## config.mk

```make
export PLATFORM = sky130hd
export DESIGN_NAME = lsq_snoop_datapath
export DESIGN_NICKNAME = d
export VERILOG_FILES = /design/src/rtl/lsq_snoop_pkg.sv /design/src/rtl/lsq_snoop_datapath.sv
export SDC_FILE = /design/constraint.sdc
export NUM_CORES = 1
export LEC_CHECK = 0
export ABC_AREA = 1
export BUFFER_PORTS_ARGS = -buffer_cell sky130_fd_sc_hd__buf_2
export CAP_MARGIN = 20
export CELL_PAD_IN_SITES_DETAIL_PLACEMENT = 1
export CELL_PAD_IN_SITES_GLOBAL_PLACEMENT = 2
export CORE_MARGIN = 10
export CORE_UTILIZATION = 25
export CTS_CLUSTER_DIAMETER = 50
export DETAILED_ROUTE_END_ITERATION = 8
export PLACE_DENSITY_LB_ADDON = 0.3
export SLEW_MARGIN = 0
export SYNTH_ARGS = -nofsm -noshare
export SYNTH_HDL_FRONTEND = slang
export SYNTH_SLANG_ARGS = --single-unit
```

## constraint.sdc

```tcl
create_clock -name clk -period 14.7 [get_ports clk]
set_input_delay 2.94 -clock clk [delete_from_list [all_inputs] [get_ports clk]]
set_output_delay 2.94 -clock clk [all_outputs]
set_load 0.02 [all_outputs]
```

## src/rtl/lsq_snoop_pkg.sv

```systemverilog
package lsq_snoop_pkg;

  // Strobes from the queue control to the entry datapath.
  typedef struct packed {
    logic allocEn;   // allocate at the tail this cycle
    logic retireEn;  // free the head this cycle
  } lsqStrobes_t;

endpackage

```

## src/rtl/lsq_snoop_datapath.sv

```systemverilog
module lsq_snoop_datapath
  import lsq_snoop_pkg::*;
#(
  parameter int NUM_ENTRIES = 8,
  parameter int ADDR_W      = 32,
  parameter int LINE_OFF    = 6
) (
  input  logic                           clk,
  input  logic                           rstN,
  input  lsqStrobes_t                    strobes,
  input  logic [$clog2(NUM_ENTRIES)-1:0] headIdx,
  input  logic [$clog2(NUM_ENTRIES)-1:0] tailIdx,
  input  logic                           allocLlsc,
  input  logic                           xlatValid,
  input  logic [$clog2(NUM_ENTRIES)-1:0] xlatIdx,
  input  logic                           xlatSplit,
  input  logic [ADDR_W-1:0]              xlatAddrLo,
  input  logic [ADDR_W-1:0]              xlatAddrHi,
  input  logic                           snoopValid,
  input  logic [ADDR_W-1:0]              snoopAddr,
  input  logic                           forceSquash,
  input  logic                           tsoMode,
  output logic [NUM_ENTRIES-1:0]         squashMask,
  output logic                           lockLost,
  output logic                           snoopDone
);
  localparam int IDX_W  = $clog2(NUM_ENTRIES);
  localparam int AGE_W  = IDX_W + 1;
  localparam int LINE_W = ADDR_W - LINE_OFF;

  logic [NUM_ENTRIES-1:0] allocQ, addrOkQ, splitQ, llscQ;
  logic [ADDR_W-1:0]      addrLoQ [NUM_ENTRIES];
  logic [ADDR_W-1:0]      addrHiQ [NUM_ENTRIES];

  logic [LINE_W-1:0]      snoopLine;
  logic [NUM_ENTRIES-1:0] hitVec, trigVec, squashNext;
  logic [AGE_W-1:0]       ageVec [NUM_ENTRIES];
  logic [AGE_W-1:0]       oldestTrigAge;
  logic                   anyTrig;
  logic                   lockNext;

  logic [NUM_ENTRIES-1:0] squashQ;
  logic                   lockQ, doneQ;

  assign snoopLine = snoopAddr[ADDR_W-1:LINE_OFF];

  // Per-entry storage and comparison
  for (genvar gi = 0; gi < NUM_ENTRIES; gi++) begin : g_entry
    localparam logic [IDX_W-1:0] MY_IDX = IDX_W'(gi);
    logic isAlloc, isRetire, isXlat;

    assign isAlloc  = strobes.allocEn  && (tailIdx == MY_IDX);
    assign isRetire = strobes.retireEn && (headIdx == MY_IDX);
    assign isXlat   = xlatValid && (xlatIdx == MY_IDX) && allocQ[gi];

    always_ff @(posedge clk) begin
      if (!rstN) begin
        allocQ[gi]  <= 1'b0;
        addrOkQ[gi] <= 1'b0;
        splitQ[gi]  <= 1'b0;
        llscQ[gi]   <= 1'b0;
        addrLoQ[gi] <= '0;
        addrHiQ[gi] <= '0;
      end else if (isAlloc) begin
        allocQ[gi]  <= 1'b1;
        addrOkQ[gi] <= 1'b0;
        splitQ[gi]  <= 1'b0;
        llscQ[gi]   <= allocLlsc;
        addrLoQ[gi] <= '0;
        addrHiQ[gi] <= '0;
      end else begin
        if (isXlat) begin
          addrOkQ[gi] <= 1'b1;
          splitQ[gi]  <= xlatSplit;
          addrLoQ[gi] <= xlatAddrLo;
          addrHiQ[gi] <= xlatSplit ? xlatAddrHi : '0;
        end
        if (isRetire) begin
          allocQ[gi]  <= 1'b0;
          addrOkQ[gi] <= 1'b0;
        end
      end
    end

    logic loMatch, hiMatch;
    assign loMatch = (addrLoQ[gi][ADDR_W-1:LINE_OFF] == snoopLine);
    assign hiMatch = splitQ[gi] && (addrHiQ[gi][ADDR_W-1:LINE_OFF] == snoopLine);
    assign hitVec[gi]  = allocQ[gi] && addrOkQ[gi] && (loMatch || hiMatch);
    assign trigVec[gi] = hitVec[gi] || (forceSquash && allocQ[gi] && addrOkQ[gi]);

    // Distance from the head in circular order; 0 is the oldest slot
    assign ageVec[gi] = (MY_IDX >= headIdx)
                        ? AGE_W'(MY_IDX) - AGE_W'(headIdx)
                        : AGE_W'(MY_IDX) + AGE_W'(NUM_ENTRIES) - AGE_W'(headIdx);
  end

  // Age of the oldest marked entry, used for the ordered widening
  always_comb begin
    anyTrig       = 1'b0;
    oldestTrigAge = AGE_W'(NUM_ENTRIES);
    for (int i = 0; i < NUM_ENTRIES; i++) begin
      if (trigVec[i] && (ageVec[i] < oldestTrigAge)) begin
        oldestTrigAge = ageVec[i];
        anyTrig       = 1'b1;
      end
    end
  end

  always_comb begin
    for (int i = 0; i < NUM_ENTRIES; i++) begin
      if (tsoMode) squashNext[i] = allocQ[i] && anyTrig && (ageVec[i] >= oldestTrigAge);
      else         squashNext[i] = trigVec[i];
    end
  end

  assign lockNext = hitVec[headIdx] && llscQ[headIdx];

  always_ff @(posedge clk) begin
    if (!rstN) begin
      squashQ <= '0;
      lockQ   <= 1'b0;
      doneQ   <= 1'b0;
    end else if (snoopValid) begin
      squashQ <= squashNext;
      lockQ   <= lockNext;
      doneQ   <= 1'b1;
    end else begin
      squashQ <= '0;
      lockQ   <= 1'b0;
      doneQ   <= 1'b0;
    end
  end

  assign squashMask = squashQ;
  assign lockLost   = lockQ;
  assign snoopDone  = doneQ;

  // only slots allocated at snoop time can be marked
  p_alloc_only_r6: assert property (@(posedge clk) disable iff (!rstN)
    snoopDone |-> ((squashMask & ~$past(allocQ)) == '0));

  // results are quiet outside the result cycle
  p_quiet_idle_r7: assert property (@(posedge clk) disable iff (!rstN)
    !snoopDone |-> (squashMask == '0 && !lockLost));

  // a lost reservation always comes with the head being marked
  p_lock_marks_head_r10: assert property (@(posedge clk) disable iff (!rstN)
    lockLost |-> squashMask[$past(headIdx)]);

  // a fresh allocation starts with no translated address
  p_alloc_clears_r2: assert property (@(posedge clk) disable iff (!rstN)
    strobes.allocEn |=> !addrOkQ[$past(tailIdx)]);

endmodule

```

# Yosys cells after proc, flatten, opt, wreduce, memory -nomap -nowiden
# Memory sizes are Yosys's and may differ from the RTL's.
# Index checks and enable logic that the tools add are counted.
# totals
register_bits	42
ram_bits	512
in_bits	115
output_inout_bits	10
elab_cells	432
mem_count	2
# mem_list
memory	depth	width	rd	rd_ports_with_merged_regs	write_ports	line	source
addrHiQ	8	32	8	0	8	lsq_snoop_datapath.sv:33	logic [ADDR_W-1:0] addrHiQ [NUM_ENTRIES];
addrLoQ	8	32	8	0	8	lsq_snoop_datapath.sv:32	logic [ADDR_W-1:0] addrLoQ [NUM_ENTRIES];
# classes
n_addsub	16
magnitude_cmp	25
eq_ne	37
n_mux	143
n_bitwise	33
reduce_logical	141
# op_table
operator	n
32-bit two-way mux	33
26-bit equality test	16
1-bit logical AND	97
1-bit two-way mux	92
4-bit two-way mux	16
3-bit equality test, second input constant	12
4-bit >= comparator	8
1-bit bitwise OR	32
4-bit by 3-bit subtractor with 4-bit output, first input constant	8
4-bit < comparator	7
3-bit OR reduction	8
3-bit by 2-bit equality test with 1-bit output, second input constant	6
1-bit logical OR	16
2-bit nonzero test	8
2-bit OR reduction	8
3-bit by 3-bit subtractor with 4-bit output, first input constant	4
3-bit >= comparator, first input constant	4
3-bit by 1-bit equality test with 1-bit output, second input constant	3
3-bit zero test	3
1-bit by 3-bit subtractor with 4-bit output, first input constant	2
2-bit by 3-bit subtractor with 4-bit output, first input constant	2
1-bit binary-select mux with 3-bit select	2
1-bit by 3-bit >= comparator with 1-bit output, first input constant	2
2-bit by 3-bit >= comparator with 1-bit output, first input constant	2
other kinds (4)	4

# Logic depth before layout (Yosys ltp)
# Gate-level depths: netlist (run 1).
# logic_depth
ltp_word	31
depth_mapped	84
ltp_nobuf	83

# Worst setup path before layout (run 1)
# Ideal clock, no wire load.
# synth_timing
path_type	input to register
start	input headIdx[0]
end	register squashQ[2], in the netlist squashMask[2]
setup_time_ps	128
t_arrival_ps	10906
required_ps	14572
setup_slack_ps	3666
path_stages	70
n_path_buf	2
path_cell_list	inv_2 buf_2 buf_1 ha_1 ha_1 inv_1 xor2_1 nor2_4 ha_1 a21o_1 nor2_4 nand2_2 nand2_1 o21ai_2 ha_1 a21o_1 nor2_2 nand2_2 (+34 left out) ha_1 inv_1 nor2_1 nand2_2 nand3_4 inv_2 o21ai_0 ha_1 nor2_1 nand2_1 nand3_1 nand3_1 nand2_1 inv_1 nand2_1 nand2_1 nand2_1 a21oi_1
# synth_between
elab_chain_len	29
word_cells_on_any_way	68
# synth_lines
element	line	source
from (decl)	lsq_snoop_datapath.sv:11	input logic [$clog2(NUM_ENTRIES)-1:0] headIdx,
4-bit by 3-bit subtractor with 4-bit output (tied with other cells)	lsq_snoop_datapath.sv:94	: AGE_W'(MY_IDX) + AGE_W'(NUM_ENTRIES) - AGE_W'(headIdx);
4-bit two-way mux	lsq_snoop_datapath.sv:93	? AGE_W'(MY_IDX) - AGE_W'(headIdx)
4-bit < comparator	lsq_snoop_datapath.sv:102	if (trigVec[i] && (ageVec[i] < oldestTrigAge)) begin
1-bit logical AND	lsq_snoop_datapath.sv:102	
4-bit two-way mux	lsq_snoop_datapath.sv:102	
4-bit < comparator	lsq_snoop_datapath.sv:102	
1-bit logical AND	lsq_snoop_datapath.sv:102	
4-bit two-way mux	lsq_snoop_datapath.sv:102	
(+13 left out)	--	
1-bit logical AND	lsq_snoop_datapath.sv:102	
4-bit two-way mux	lsq_snoop_datapath.sv:102	
4-bit < comparator	lsq_snoop_datapath.sv:102	
1-bit logical AND	lsq_snoop_datapath.sv:102	
4-bit two-way mux or 1-bit two-way mux (tied branches)	lsq_snoop_datapath.sv:102	
4-bit >= comparator or 1-bit logical AND (tied branches)	lsq_snoop_datapath.sv:111	if (tsoMode) squashNext[i] = allocQ[i] && anyTrig && (ageVec[i] >= oldestTrigAge);
1-bit logical AND (*)	lsq_snoop_datapath.sv:111	
1-bit two-way mux (*)	lsq_snoop_datapath.sv:111	
to (signal assigned)	lsq_snoop_datapath.sv:124	squashQ <= squashNext;
to (decl)	lsq_snoop_datapath.sv:42	logic [NUM_ENTRIES-1:0] squashQ;
# Every way passes the cells marked *; elsewhere a longest branch is shown, timed or not.
# A chain may end at the register's enable or synchronous reset.

# Final worst setup path (run 1)
# layout_timing
start	input snoopAddr[31]
end	register squashQ[6], in the netlist squashMask[6]
# layout_between
elab_chain_len	31
word_cells_on_any_way	83
# layout_lines
element	line	source
from (decl)	lsq_snoop_datapath.sv:20	input logic [ADDR_W-1:0] snoopAddr,
26-bit equality test	lsq_snoop_datapath.sv:87	assign hiMatch = splitQ[gi] && (addrHiQ[gi][ADDR_W-1:LINE_OFF] == snoopLine);
1-bit logical AND	lsq_snoop_datapath.sv:87	
1-bit logical OR	lsq_snoop_datapath.sv:88	assign hitVec[gi] = allocQ[gi] && addrOkQ[gi] && (loMatch || hiMatch);
1-bit logical AND	lsq_snoop_datapath.sv:88	
1-bit logical OR	lsq_snoop_datapath.sv:89	assign trigVec[gi] = hitVec[gi] || (forceSquash && allocQ[gi] && addrOkQ[gi]);
1-bit logical AND	lsq_snoop_datapath.sv:102	
4-bit two-way mux	lsq_snoop_datapath.sv:102	
4-bit < comparator	lsq_snoop_datapath.sv:102	
(+15 left out)	--	
1-bit logical AND	lsq_snoop_datapath.sv:102	
4-bit two-way mux	lsq_snoop_datapath.sv:102	
4-bit < comparator	lsq_snoop_datapath.sv:102	
1-bit logical AND	lsq_snoop_datapath.sv:102	
4-bit two-way mux or 1-bit two-way mux (tied branches)	lsq_snoop_datapath.sv:102	
4-bit >= comparator or 1-bit logical AND (tied branches)	lsq_snoop_datapath.sv:111	
1-bit logical AND	lsq_snoop_datapath.sv:111	
1-bit two-way mux (*)	lsq_snoop_datapath.sv:111	
# Marked as above.

==> impl_metrics.ini, run 1 <==
[logic_synthesis]
netlist_area_before_placement_um2 = 24000
synth_sequential_area_ratio_pct = 55.6
most_instantiated_flip_flop_cell_in_the_synthesis_netlist = sky130_fd_sc_hd__edfxtp_1
async_flop_share_pct = 0
postSynthAreaPerCell_um2 = 9.32
edff_count_synth = 416
postSynthRegisterBits = 458
syn-instance-count = 2573
synth.lib_cells_used.distinct = 60
yosysWarningCount = 0

[worst_setup_path]
rrSetupSlack_ps = 5070
path_delay_family = simple AND/OR/NAND/NOR gates
crit_buf_inv = 15
critical_path_required_ps = 15160
timing_startpoint_of_the_critical_path = snoopAddr[31]
critPathLaunchType = primary input
reg2regPathDepth = 74
max_stage_delay_ps = 460
timing.critical_path.slowest_stage_cell = sky130_fd_sc_hd__buf_2
worst_r2r_endpoint = squashMask[6]
timing.critical_path.to_type = flop
crit_path_end = squashMask[6]
worst-endpoint-arrival_ps = 12750
origin_of_the_critical_flop_to_flop_path = addrLoQ[0][30]
worstSetupPathType = primary input to flop
worstSetupPathDepth = 78
worst_path_most_repeated_cell = sky130_fd_sc_hd__nand2_1
critical_path_peak_fanout = 16

[pwr]
power-per-cell-area_nw_per_um2 = 128
comb_power_share_pct = 8.6
power.static_leakage_nw = 11.4
power_switching_share_pct = 25.9
power.sequential.fraction_pct = 41.4
p_sw_mw = 0.939
share_clk_of_total_power_pct = 50.0
power_report.internal_total_mw = 2.69
vdd_drop_max_mv = 0.0939

[clock_network]
ctsHoldBuffers = 0
cts_inserted_buffers = 74
cts_root_buf = sky130_fd_sc_hd__clkbuf_16
ctsHtreeMaxLevel = 3
cts_tree = yes
clk_latency_ps = 640
cts_post_setup_buffers_inserted = 0
clock_tree.buffer_depth = 3
cts_num_sinks = 458
clkTransAtPathRegs_ps = 50
cts_resized = 0

[die]
boundaryPins = 125
rows = 113
dieWidth_um = 330
die_h_um = 330
floorplan.initialDensity_pct = 25.2
design.die.area_um2 = 109000
core_area_um2 = 95200

[detailed_routing]
wire_per_inst_um = 24.0
wirelength_um = 96400
ant_nets = 0
avgViaCountPerCell = 4.78
drt_first_iter_violations = 1409
drc = 0
detailedRoute.firstPassIterationCount = 4
vias_after_detailed_routing = 19181

[global_route]
grt.met3_usage_pct = 2.19
global_route_hottest_layer = met2
globalRouteMet2Util_pct = 29.0
track_usage_pct = 17.5
grt_pass1_vias = 20249
globalRouteOverflowTotal = 0
grt_max_degree = 56
first_pass_grt_wire_length_um = 139000
globalRouteMet1Util_pct = 23.7
antenna_violations_before_repair = 2

[min_path]
worstHoldPathType = flop to flop
min_path_cells = 2

[flow_run]
max-cap-violations = 0

[sta]
final.min_clock_period_ps = 12290
clock_skew_ps = 53.6
fin_ws_ps = 2410
worst_max_slew_pin_slew_ps = 1040
report.final.slew_viol_count = 0
setup_total_negative_slack_ps = 0
fmaxAchievable_mhz = 81.4
fin_crit_sh_pct = 83.6
worst_slew_margin_rel_pct = 29.5
count_of_final_setup_violators = 0
rsz_0062_raised_after_global_routing = false
timing_hold_violations_final = 0

[cells_and_area]
area_added_between_synthesis_and_finish_pct = 18.5
fill_cells = 10926
final_area_um2 = 28400
layout_cell_share_with_drive_strength_beyond_1_pct = 15.2
finish.net_count = 2838
final_cells = 4014

[place]
dp.cells = 3878
place.port_buffers = 106
post-place-ws_ps = 1750
place_hpwl_um = 66100
globalplace.congestion = 0.847
postPlaceCellArea_um2 = 25900

[run_status]
outcome = completed
## cells in the mapped netlist (11+ instances only)
cell / instances / area, um^2
sky130_fd_sc_hd__or2_2: 67 / 419
sky130_fd_sc_hd__nand3_1: 96 / 480
sky130_fd_sc_hd__a21oi_1: 30 / 150
sky130_fd_sc_hd__o2111ai_1: 12 / 105
sky130_fd_sc_hd__inv_2: 34 / 128
sky130_fd_sc_hd__edfxtp_1: 416 / 12500
sky130_fd_sc_hd__nand4_1: 52 / 325
sky130_fd_sc_hd__xor2_1: 89 / 780
sky130_fd_sc_hd__clkbuf_1: 63 / 236
sky130_fd_sc_hd__nand2_2: 17 / 106
sky130_fd_sc_hd__o21ai_1: 11 / 55.1
sky130_fd_sc_hd__o21ai_0: 65 / 325
sky130_fd_sc_hd__ha_1: 34 / 425
sky130_fd_sc_hd__nor2_1: 553 / 2080
sky130_fd_sc_hd__nand2_1: 456 / 1710
sky130_fd_sc_hd__dfxtp_1: 42 / 841
sky130_fd_sc_hd__nor4_1: 27 / 169
sky130_fd_sc_hd__buf_4: 24 / 180
sky130_fd_sc_hd__nor3_1: 34 / 170
sky130_fd_sc_hd__xnor2_1: 101 / 885
sky130_fd_sc_hd__o22ai_1: 25 / 156
sky130_fd_sc_hd__inv_1: 202 / 758
## cell usage in the layout (no fill, tap or decap), types with 34 or more instances in the layout
master                      instances
sky130_fd_sc_hd__nor3_1            34
sky130_fd_sc_hd__dfxtp_1           42
sky130_fd_sc_hd__edfxtp_1         416
sky130_fd_sc_hd__clkbuf_16         76
sky130_fd_sc_hd__xnor2_1          101
sky130_fd_sc_hd__nor2_1           553
sky130_fd_sc_hd__ha_1              34
sky130_fd_sc_hd__buf_4             35
sky130_fd_sc_hd__inv_2             35
sky130_fd_sc_hd__o21ai_0           65
sky130_fd_sc_hd__buf_2            106
sky130_fd_sc_hd__nand2_1          443
sky130_fd_sc_hd__nand3_1           96
sky130_fd_sc_hd__xor2_1            89
sky130_fd_sc_hd__nand4_1           52
sky130_fd_sc_hd__or2_2             67
sky130_fd_sc_hd__inv_1            202
## worst min path at each step
stage	start	endpoint	slack (ps)
global route	splitQ[1]	splitQ[1]	510
global placement	splitQ[4]	splitQ[4]	460
finish	splitQ[4]	splitQ[4]	480
CTS	splitQ[4]	splitQ[4]	480
detailed placement	splitQ[4]	splitQ[4]	470
floorplan	splitQ[1]	splitQ[1]	440
## logic make-up (layout without fill, tap and decap cells)
logic type / count (synthesis) / count (layout) / share of synthesized area, %
compound gates: 202 / 202 / 5.36
simple gates: 1341 / 1341 / 24.2
buf+inv: 347 / 519 / 6.13
fa+ha+maj: 34 / 34 / 1.77
other cells: 1 / 5 / 0.0156
flops: 458 / 458 / 55.6
xor+xnor: 190 / 190 / 6.94
## per-layer routing
layer,vias to the layer above,wire length (um)
li1,8787,-
met1,9816,44100
met2,464,45300
met3,112,4600
met4,2,2450
met5,-,16
## final cells by class
cell class / instances / area, um^2 / share of cell area [%]
Antenna cell: 1 / 2.50 / 0.00880
Multi-Input combinational cell: 1771 / 9240 / 32.5
Sequential cell: 458 / 13300 / 46.9
Inverter: 243 / 920 / 3.24
Clock inverter: 48 / 578 / 2.03
Clock buffer: 87 / 1970 / 6.94
Timing Repair Buffer: 141 / 793 / 2.79
Tap cell: 1265 / 1580 / 5.57
## tightest hold or removal path, stage by stage (launching register included)
cell and delay, ps:
sky130_fd_sc_hd__dfxtp_1 300, sky130_fd_sc_hd__inv_1 50, sky130_fd_sc_hd__o21ai_0 70
## registers in the layout, indices dropped and copies added (netlist names)
name and flops:
addrHiQ 208, addrLoQ 208, addrOkQ 8, allocQ 8
llscQ 8, lockLost 1, snoopDone 1, splitQ 8
squashMask 8
## power by group through the flow
stage,Combinational [mW],Sequential (mW),Clock [mW]
floorplan,0.182,1.52,0
global placement,0.308,1.52,0
detailed placement,0.315,1.53,0
CTS,0.317,1.50,1.84
global route,0.341,1.50,1.90
finish,0.313,1.50,1.81
## per-stage QoR
| stage | total power [mW] | utilization, % | hold WS, ps |
|---|---|---|---|
| 3_3_place_gp | 1.83 | 27.2 | 460 |
| 4_1_cts | 3.66 | 29.9 | 479 |
| 2_1_floorplan | 1.70 | - | 444 |
| 5_1_grt | 3.74 | 29.9 | 508 |
| 6_report | 3.63 | 29.9 | 478 |
| 3_5_place_dp | 1.84 | 27.2 | 466 |
(Power assumes the default switching activity.)
==> run 2: changes to the inputs <==
Clock period 14.7 ns to 10.36 ns, I/O delays scaled along.
==> impl_metrics.ini, run 2 (synthesized netlist as in run 1, its figures left out) <==
[run_status]
outcome = completed

[sta]
fin_crit_sh_pct = 93.5
fmaxAchievable_mhz = 103
count_of_final_setup_violators = 0
report.final.slew_viol_count = 0
hold-worst-slack_ps = 481
worst_max_slew_pin_slew_ps = 1140
timing_hold_violations_final = 0
clock_skew_ps = 46.3
final.min_clock_period_ps = 9690
worst_slew_margin_rel_pct = 23.4

[die]
dieWidth_um = 330
rows = 113
core_area_um2 = 95200
floorplan.initialDensity_pct = 25.2
die_h_um = 330
design.die.area_um2 = 109000
boundaryPins = 125

[cells_and_area]
top_regs = addrHiQ x208, addrLoQ x208
highest_count_cells_in_the_layout_ignoring_fill_and_taps = sky130_fd_sc_hd__nor2_1 (541), sky130_fd_sc_hd__nand2_1 (432), sky130_fd_sc_hd__edfxtp_1 (416), sky130_fd_sc_hd__inv_1 (202), sky130_fd_sc_hd__buf_4 (185)
mostFrequentLayoutCell = sky130_fd_sc_hd__nor2_1
finish.net_count = 2992
area_added_between_synthesis_and_finish_pct = 23.1
n_antenna_cell = 0
final_cells = 4159
fin_util_pct = 31.0
layout_cell_share_with_drive_strength_beyond_1_pct = 20.7

[global_route]
track_usage_pct = 17.8
grt_max_degree = 56
globalRouteOverflowTotal = 0
antenna_violations_before_repair = 3
grt_pass1_vias = 20377
first_pass_grt_wire_length_um = 141000

[flow_run]
max-cap-violations = 0

[pwr]
vdd_drop_max_mv = 0.102
power-per-cell-area_nw_per_um2 = 164
power.static_leakage_nw = 12.0

[clock_network]
ctsHtreeMaxLevel = 3
clk_latency_ps = 630
cts_inserted_buffers = 66
clkTransAtPathRegs_ps = 60
cts_num_sinks = 458
cts_tree = yes
clock_tree.buffer_depth = 3
cts_root_buf = sky130_fd_sc_hd__clkbuf_16

[worst_setup_path]
max_stage_delay_ps = 330
worst-endpoint-arrival_ps = 10180
path_delay_family = simple AND/OR/NAND/NOR gates
worst_path_most_repeated_cell = sky130_fd_sc_hd__nand2_1
critical_path_peak_fanout = 7
timing.critical_path.to_type = flop
worstSetupPathType = primary input to flop
timing.critical_path.slowest_stage_cell = sky130_fd_sc_hd__ha_1
critPathLaunchType = primary input
crit_buf_inv = 16
critical_path_required_ps = 10860

[detailed_routing]
wire_per_inst_um = 23.6
vias_after_detailed_routing = 19693
wirelength_um = 98100
avgViaCountPerCell = 4.74
ant_nets = 0
detailedRoute.firstPassIterationCount = 5
drt_first_iter_violations = 1695
drc = 0

[min_path]
worstHoldPathType = flop to flop

[place]
globalplace.congestion = 0.836
dp.cells = 4034
place_hpwl_um = 69500
place.port_buffers = 106
==> run 2: worst reg2reg max path, delay by kind of cell, from the launching register on <==
kind | cells | cell delay (ps)
xor+xnor | 1 | 230
fa+ha+maj | 8 | 2140
buf+inv | 13 | 890
flops | 1 | 450
simple gates | 46 | 3560
compound gates | 8 | 1000
==> run 2: power breakdown <==
group	internal (mW)	switching, mW	total [mW]
clock network	1.30	0.913	2.21
registers	2.09	0.0371	2.13
logic	0.154	0.335	0.489
total	3.54	1.28	4.83
==> run 2: per-stage QoR <==
step	TNS [ps]	power, mW	worst slack [ps]	instance area, um^2
detailed placement	-1820	2.65	-359	27100
global route	-689	4.99	-164	29500
finish	0	4.83	672	29500
floorplan	0	2.41	194	24000
global placement	-687	2.64	-197	27100
CTS	0	4.86	222	29200
==> run 2: worst paths after layout <==
check | from | endpoint | slack, ps | cells after the start
worst min-delay path | splitQ[1] | splitQ[1] | 480 | 2
worst max-delay path | snoopAddr[13] | squashMask[0] | 670 | 79
worst min register to register | splitQ[1] | splitQ[1] | 480 | 2
worst max register to register | addrHiQ[0][22] | squashMask[0] | 1950 | 76
==> run 2: layout make-up <==
type                            instances  area (um^2)
Clock inverter                         44          409
Timing Repair Buffer                  303         2140
Sequential cell                       458        13300
Inverter                              243          920
Multi-Input combinational cell       1771         9430
Tap cell                             1265         1580
Clock buffer                           75         1710
Fill cell                           10904        65600
==> run 2: per-layer routing <==
metal / global-route usage [%] / part of all wire, % / vias up
met5: 0 / 0.0082 / -
met4: 4.64 / 2.1 / 2
met3: 2.09 / 4.5 / 101
met2: 29.2 / 47 / 468
met1: 24.5 / 46 / 10044
li1: - / - / 9078
==> run 2: repair_timing <==
action,4_1_cts,5_1_grt
buffers inserted,0,5
hold endpoints to repair,0,0
gates resized for setup,0,58
endpoints found under the setup margin,0,8
hold buffers,0,0
==> run 3: changes to the inputs <==
Settings changed: BUFFER_PORTS_ARGS -buffer_cell sky130_fd_sc_hd__buf_2 to -buffer_cell sky130_fd_sc_hd__buf_4, RECOVER_POWER from default to 50.
==> impl_metrics.ini, run 3 (synthesized netlist as in run 1, its figures left out) <==
[sta]
worst_slew_margin_rel_pct = -154
clock_skew_ps = 44.9
report.final.slew_viol_count = 522
fmaxAchievable_mhz = 105
timing_hold_violations_final = 0
count_of_final_setup_violators = 0
fin_crit_sh_pct = 92.3
final.min_clock_period_ps = 9560
setup_total_negative_slack_ps = 0
worst_max_slew_pin_slew_ps = 3820
fin_ws_ps = 797

[place]
postPlaceCellArea_um2 = 27300
globalplace.congestion = 0.839
place_hpwl_um = 69700
place.port_buffers = 106
post-place-ws_ps = -410

[clock_network]
cts_inserted_buffers = 69
ctsHtreeMaxLevel = 3
cts_tree = yes
cts_root_buf = sky130_fd_sc_hd__clkbuf_16
ctsHoldBuffers = 0
cts_num_sinks = 458
clock_tree.buffer_depth = 3
clkTransAtPathRegs_ps = 60
clk_latency_ps = 630

[min_path]
holdCritStartpoint = splitQ[4]
worstHoldEndpoint = splitQ[4]
worstHoldPathType = flop to flop
min_path_cells = 2

[worst_setup_path]
critPathLaunchType = primary input
timing.critical_path.slowest_stage_cell = sky130_fd_sc_hd__ha_4
origin_of_the_critical_flop_to_flop_path = addrLoQ[0][30]
worst_r2r_endpoint = squashMask[4]
critical_path_peak_fanout = 7
worst-endpoint-arrival_ps = 10080
rrSetupSlack_ps = 2020
critical_path_required_ps = 10880
worstSetupPathType = primary input to flop
reg2regPathDepth = 76
worst_path_most_repeated_cell = sky130_fd_sc_hd__nand2_1
timing.critical_path.to_type = flop
max_stage_delay_ps = 300

[cells_and_area]
top_regs = addrHiQ x208, addrLoQ x208
area_added_between_synthesis_and_finish_pct = 24.5
layout_cell_share_with_drive_strength_beyond_1_pct = 19.6
mostFrequentLayoutCell = sky130_fd_sc_hd__nor2_1
final_area_um2 = 29900
highest_count_cells_in_the_layout_ignoring_fill_and_taps = sky130_fd_sc_hd__nor2_1 (544), sky130_fd_sc_hd__nand2_1 (434), sky130_fd_sc_hd__edfxtp_1 (416), sky130_fd_sc_hd__buf_4 (262), sky130_fd_sc_hd__inv_1 (203)
finish.net_count = 2990

[run_status]
outcome = complete, but fails checks
violations = max-capacitance violations, max-slew violations

[pwr]
power_report.internal_total_mw = 3.83
p_sw_mw = 1.29
power_switching_share_pct = 25.2
share_clk_of_total_power_pct = 48.8
comb_power_share_pct = 9.6
vdd_drop_max_mv = 0.105
power.static_leakage_nw = 12.1
power.sequential.fraction_pct = 41.6
power-per-cell-area_nw_per_um2 = 171

[global_route]
grt_pass1_vias = 20562
antenna_violations_before_repair = 2
globalRouteOverflowTotal = 0
grt_max_degree = 56
track_usage_pct = 17.7
first_pass_grt_wire_length_um = 140000

[die]
design.die.area_um2 = 109000
floorplan.initialDensity_pct = 25.2
die_h_um = 330
rows = 113
dieWidth_um = 330
boundaryPins = 125
core_area_um2 = 95200

[flow_run]
max-cap-violations = 10

[detailed_routing]
drt_first_iter_violations = 1355
avgViaCountPerCell = 4.72
ant_nets = 0
wire_per_inst_um = 23.5
detailedRoute.firstPassIterationCount = 5
drc = 0
wirelength_um = 97700
vias_after_detailed_routing = 19620
==> run 3: changes by cell type in the layout (fill, tap and decap cells not counted), sizes merged <==
cell | previous run | this run
bufinv | 4 | 13
clkinv | 32 | 20
diode | 0 | 2
buf | 298 | 270
clkinvlp | 5 | 4
inv | 246 | 245
clkbuf | 79 | 111
==> run 3: timing repair <==
action                                  in CTS  in global routing
setup buffers                                0                  2
resized for setup                            0                 42
endpoints found under the setup margin       0                  8
==> run 3: power by group through the flow <==
stage | sequential, mW | clock, mW | combinational [mW]
5_1_grt | 2.14 | 2.61 | 0.531
3_5_place_dp | 2.17 | 0 | 0.490
3_3_place_gp | 2.16 | 0 | 0.481
6_report | 2.13 | 2.50 | 0.491
4_1_cts | 2.13 | 2.53 | 0.493
2_1_floorplan | 2.16 | 0 | 0.258
==> run 3: how the worst max path moves through the flow <==
stage | to | start | slack, ps | depth (start not counted)
CTS | squashMask[2] | snoopAddr[28] | 150 | 77
detailed placement | squashMask[2] | snoopAddr[28] | -410 | 77
floorplan | squashMask[6] | headIdx[0] | 190 | 70
global placement | squashMask[6] | snoopAddr[28] | -200 | 77
finish | squashMask[4] | snoopAddr[9] | 800 | 79
global route | squashMask[4] | snoopAddr[9] | -30 | 80
==> run 3: cell type report <==
class / instances / area, um^2
clock inverter: 39 / 602
timing repair buffer: 298 / 2220
multi-input combinational: 1771 / 9390
clock buffer: 84 / 1800
antenna: 2 / 5.00
inverter: 243 / 920
fill: 10934 / 65300
sequential: 458 / 13300
tap: 1265 / 1580
==> run 3: routing by layer <==
metal / routed length, um / global-route usage [%]
met5: 7 / 0
met4: 2410 / 5.07
met3: 4800 / 2.37
met2: 45500 / 28.9
met1: 45100 / 24.1
==> run 3: critical path: cells and delay by family <==
family	cells	cell delay, ps
adder cells (fa/ha/maj)	8	1900
buffers and inverters	14	1030
AND/OR/NAND/NOR	48	3890
AO/OA/AOI/OAI	9	1180
==> run 3: stage by stage <==
step	total power [mW]	utilization [%]	hold slack, ps	std cells
global placement	2.64	28.7	464	4032
finish	5.12	31.4	488	4160
floorplan	2.41	-	444	2576
detailed placement	2.66	28.7	481	4032
global route	5.28	31.4	509	4158
CTS	5.15	31.3	493	4155
